$ cat src/rtl/lane_swap_pkg.sv
// Package: shared size encoding and helpers for the lane-order swapper.
// Assumes size codes are 2 bits wide and name power-of-two chunk lengths.
package lane_swap_pkg;

    // Access size encoding: code k selects a chunk of 2^k bytes.
    typedef enum logic [1:0] {
        ACC_1B = 2'd0,
        ACC_2B = 2'd1,
        ACC_4B = 2'd2,
        ACC_8B = 2'd3
    } acc_size_e;

    // Number of distinct size codes.
    localparam int unsigned NUM_ACC = 4;

    // Chunk length in bytes for a size code.
    function automatic int unsigned acc_bytes(input logic [1:0] code);
        return 32'd1 << code;
    endfunction

endpackage

$ cat src/rtl/chunk_rev.sv
// Module: chunk_rev
// Reverses the order of ELEM_W-bit elements inside each aligned group of
// CHUNK elements, repeated over the whole vector. Pure wiring.
// Assumes CHUNK divides N_ELEM and CHUNK >= 1.
module chunk_rev #(
    parameter int unsigned ELEM_W = 8,
    parameter int unsigned N_ELEM = 8,
    parameter int unsigned CHUNK  = 2
) (
    input  logic [ELEM_W*N_ELEM-1:0] vec_in,
    output logic [ELEM_W*N_ELEM-1:0] vec_out
);
    localparam int unsigned NCHUNK = N_ELEM / CHUNK;

    // Each output element takes its mirror image inside the same chunk.
    for (genvar c = 0; c < NCHUNK; c++) begin : g_chunk
        for (genvar e = 0; e < CHUNK; e++) begin : g_elem
            assign vec_out[(c*CHUNK + e)*ELEM_W +: ELEM_W] =
                vec_in[(c*CHUNK + CHUNK - 1 - e)*ELEM_W +: ELEM_W];
        end
    end

endmodule

$ cat src/rtl/size_decode.sv
// Module: size_decode
// Turns the 2-bit size code into a one-hot chunk select. The select stays
// all-zero when the chunk would be wider than the word.
// Assumes NBYTES is a power of two.
module size_decode
    import lane_swap_pkg::*;
#(
    parameter int unsigned NBYTES = 8
) (
    input  logic [1:0]         size_code,
    output logic [NUM_ACC-1:0] sel_onehot,
    output logic               supported
);
    // Decide whether the code fits the word, and flag the selected chunk size.
    always_comb begin
        supported  = (acc_bytes(size_code) <= NBYTES);
        sel_onehot = '0;
        if (supported) begin
            sel_onehot[size_code] = 1'b1;
        end
    end

endmodule

$ cat src/rtl/swap_plane.sv
// Module: swap_plane
// Builds one chunk-reversed candidate for each chunk size that fits
// N_ELEM, then picks one with a one-hot select. With no select bit set
// the input passes through. Used for the data bytes and the mask bits.
// Assumes sel has at most one bit set.
module swap_plane
    import lane_swap_pkg::*;
#(
    parameter int unsigned ELEM_W = 8,
    parameter int unsigned N_ELEM = 8
) (
    input  logic [ELEM_W*N_ELEM-1:0] plane_in,
    input  logic [NUM_ACC-1:0]       sel,
    output logic [ELEM_W*N_ELEM-1:0] plane_out
);
    localparam int unsigned PW = ELEM_W * N_ELEM;

    logic [PW-1:0] cand [NUM_ACC];

    for (genvar k = 0; k < NUM_ACC; k++) begin : g_size
        if ((32'd1 << k) <= N_ELEM) begin : g_fit
            chunk_rev #(
                .ELEM_W (ELEM_W),
                .N_ELEM (N_ELEM),
                .CHUNK  (32'd1 << k)
            ) u_rev (
                .vec_in  (plane_in),
                .vec_out (cand[k])
            );
        end else begin : g_nofit
            assign cand[k] = plane_in;
        end
    end

    // Select the candidate for the active size, default pass-through.
    always_comb begin
        plane_out = plane_in;
        for (int k = 0; k < NUM_ACC; k++) begin
            if (sel[k]) plane_out = cand[k];
        end
    end

endmodule

$ cat src/rtl/lane_order_swap.sv
// Module: lane_order_swap (top)
// Converts a word and its per-byte mask between big- and little-endian
// lane order within access-size chunks. Purely combinational.
// Assumes DATA_W is 8 times a power of two; unsupported codes pass through.
module lane_order_swap
    import lane_swap_pkg::*;
#(
    parameter int unsigned DATA_W = 64
) (
    input  logic [DATA_W-1:0]   data_in,
    input  logic [DATA_W/8-1:0] mask_in,
    input  logic [1:0]          size_code,
    output logic [DATA_W-1:0]   data_out,
    output logic [DATA_W/8-1:0] mask_out
);
    localparam int unsigned NBYTES = DATA_W / 8;

    logic [NUM_ACC-1:0] sel;
    logic               supported;

    size_decode #(.NBYTES(NBYTES)) u_dec (
        .size_code  (size_code),
        .sel_onehot (sel),
        .supported  (supported)
    );

    swap_plane #(.ELEM_W(8), .N_ELEM(NBYTES)) u_data (
        .plane_in  (data_in),
        .sel       (sel),
        .plane_out (data_out)
    );

    swap_plane #(.ELEM_W(1), .N_ELEM(NBYTES)) u_mask (
        .plane_in  (mask_in),
        .sel       (sel),
        .plane_out (mask_out)
    );

    // The support flag is implied by sel; kept for observation.
    logic unused_ok;
    assign unused_ok = supported;

endmodule

$ cat config.mk
export PLATFORM = sky130hd
export DESIGN_NAME = lane_order_swap
export DESIGN_NICKNAME = d
export VERILOG_FILES = /design/src/rtl/lane_swap_pkg.sv /design/src/rtl/chunk_rev.sv /design/src/rtl/size_decode.sv /design/src/rtl/swap_plane.sv /design/src/rtl/lane_order_swap.sv
export SDC_FILE = /design/constraint.sdc
export NUM_CORES = 1
export LEC_CHECK = 0
export CAP_MARGIN = 20
export CORE_MARGIN = 5
export CORE_UTILIZATION = 37
export DETAILED_ROUTE_END_ITERATION = 6
export GPL_ROUTABILITY_DRIVEN = 0
export PLACE_DENSITY = 0.94
export SKIP_LAST_GASP = 1
export SLEW_MARGIN = 20
export SYNTH_ARGS = -nofsm -noshare
export SYNTH_HDL_FRONTEND = slang
export SYNTH_SLANG_ARGS = --single-unit
$ cat constraint.sdc
create_clock -name vclk -period 5.07
set_clock_uncertainty 0.2 [all_clocks]
set_input_delay 1.2675 -clock vclk [all_inputs]
set_output_delay 1.2675 -clock vclk [all_outputs]
set_load 0.05 [all_outputs]
==> run summary <==
Post-DP HPWL -> 5320 um
Peak supply drop -> 0.0000856 V
Total gr overflow -> 0
Die Y -> 79.9 um
Hold_sp -> size_code[0]
Storage cell area -> 0 um^2
Final hold vios -> 0
Setup_tns -> 0 ns
Share of cells above drive strength 1 -> 0.332
Post-route ant nets -> 0
Cells after Synth -> 88
CP endpoint -> data_out[19]
Post-Route WL -> 6240 um
Initial antenna violation count -> 0
Ports -> 146
First-pass GRT wire length -> 9880 um
Fmax -> 218 MHz
Yosys top cell by area -> mux4_2
RSZ-0062 raised after global routing -> false
PwrDens -> 169 nW/um^2
Setup crit start kind -> input pin
DR WL/cell -> 21.5 um
Register area share after synthesis -> 0
1st-iter DRT viols -> 92
Main area contributors after synthesis -> mux4_2 (82%), mux4_1 (8.7%), buf_6 (6.2%), buf_4 (2.1%), buf_8 (0.83%)
Core area -> 4720 um^2
Clock buffer cells -> 0
Critical Path RT -> 3.60 ns
Setup violators final -> 0
Number of remaining DRC errors -> 0
Cts repair resizes -> 0
Leak -> 1.10 nW
Max_slew headroom -> 0.646
Min-delay worst type -> in2out
Crit path kind -> in2out
Total track usage -> 0.192
Die width -> 79.9 um
MaxCap Viol Count -> 0
Synthesized Nets -> 162
Seq cells -> 0
Post-layout util -> 0.690
Syn-to-layout area delta -> 80.0%
Drt pass-1 iters -> 4
Port Buffers -> 146
Yosys top cell area share -> 0.822
Worst-Margin Slew -> 0.529 ns
Avg Cell Area, Syn -> 20.6 um^2
Row cnt -> 25
Synth Cell Area -> 1810 um^2
Synth cell types -> 5
Crit path arrival time -> 3.12 ns
Yosys warnings -> 0
Crit end category -> output port
Hold-fix buffers at CTS -> 0
Status -> completed
Maximum net fanout on the critical path -> 18
Postcts setup bufs -> 0
Die Area -> 6390 um^2
Minimum clock period -> 4.59 ns
Ant diodes -> 0
Initial Util -> 0.383
Nets -> 299
Final critical-path share of the clock period -> 0.905
Pin count of the biggest net entering global routing -> 43
Max Slew Vio Count -> 0
Crit path from -> size_code[1]
Number of global-route vias before repair -> 1803
Vias/cell -> 5.99
Routed via count -> 1738
## per-stage QoR
step           total power [mW]  instances  instance area [um^2]  setup slack [ns]  hold slack (ns)
2_1_floorplan             0.359         88                  1810              1.36             2.73
3_3_place_gp              0.549        290                  3260             0.500             3.12
3_5_place_dp              0.555        290                  3260             0.454             3.14
4_1_cts                   0.556        290                  3260             0.458             3.14
5_1_grt                   0.573        290                  3260             0.379             3.19
6_report                  0.552        290                  3260             0.483             3.11
## worst min path at each step
stage | to | depth (start not counted)
finish | data_out[63] | 4
global route | data_out[63] | 4
CTS | data_out[63] | 4
detailed placement | data_out[63] | 4
global placement | data_out[63] | 4
floorplan | data_out[0] | 1
## routing by layer
metal | track usage | wire length, um | up-vias
met1 | 0.243 | 2140 | 896
li1 | - | - | 748
met4 | 0 | 0 | 0
met5 | 0 | 0 | -
met3 | 0.0508 | 691 | 0
met2 | 0.349 | 3410 | 94
## Yosys cell counts, drive strengths merged
master,instances
buf,16
mux4,72
## placed cells by master (no fill, tap or decap)
cell type,n
mux4_1,6
buf_4,5
mux4_2,66
buf_12,3
clkdlybuf4s50_1,143
## final cells by class
| class | count | area (um^2) |
|---|---|---|
| Fill cell | 325 | 1470 |
| Multi-Input combinational cell | 72 | 1640 |
| Tap cell | 67 | 83.8 |
| Timing Repair Buffer | 151 | 1530 |
## power by group
| group | switching, mW | internal, mW | total [mW] |
|---|---|---|---|
| logic | 0.312 | 0.239 | 0.552 |
| registers | 0 | 0 | 0 |
| clock network | 0 | 0 | 0 |
## kinds of logic after synthesis
kind of cell	share of synthesized area
multiplexers	0.909
buffers and inverters	0.0913
## critical path, cell delays in order
cell,delay (ns)
buf_4,0.26
buf_4,0.32
mux4_2,0.54
clkdlybuf4s50_1,0.72
Note: power is estimated with default switching activity, not from simulation.
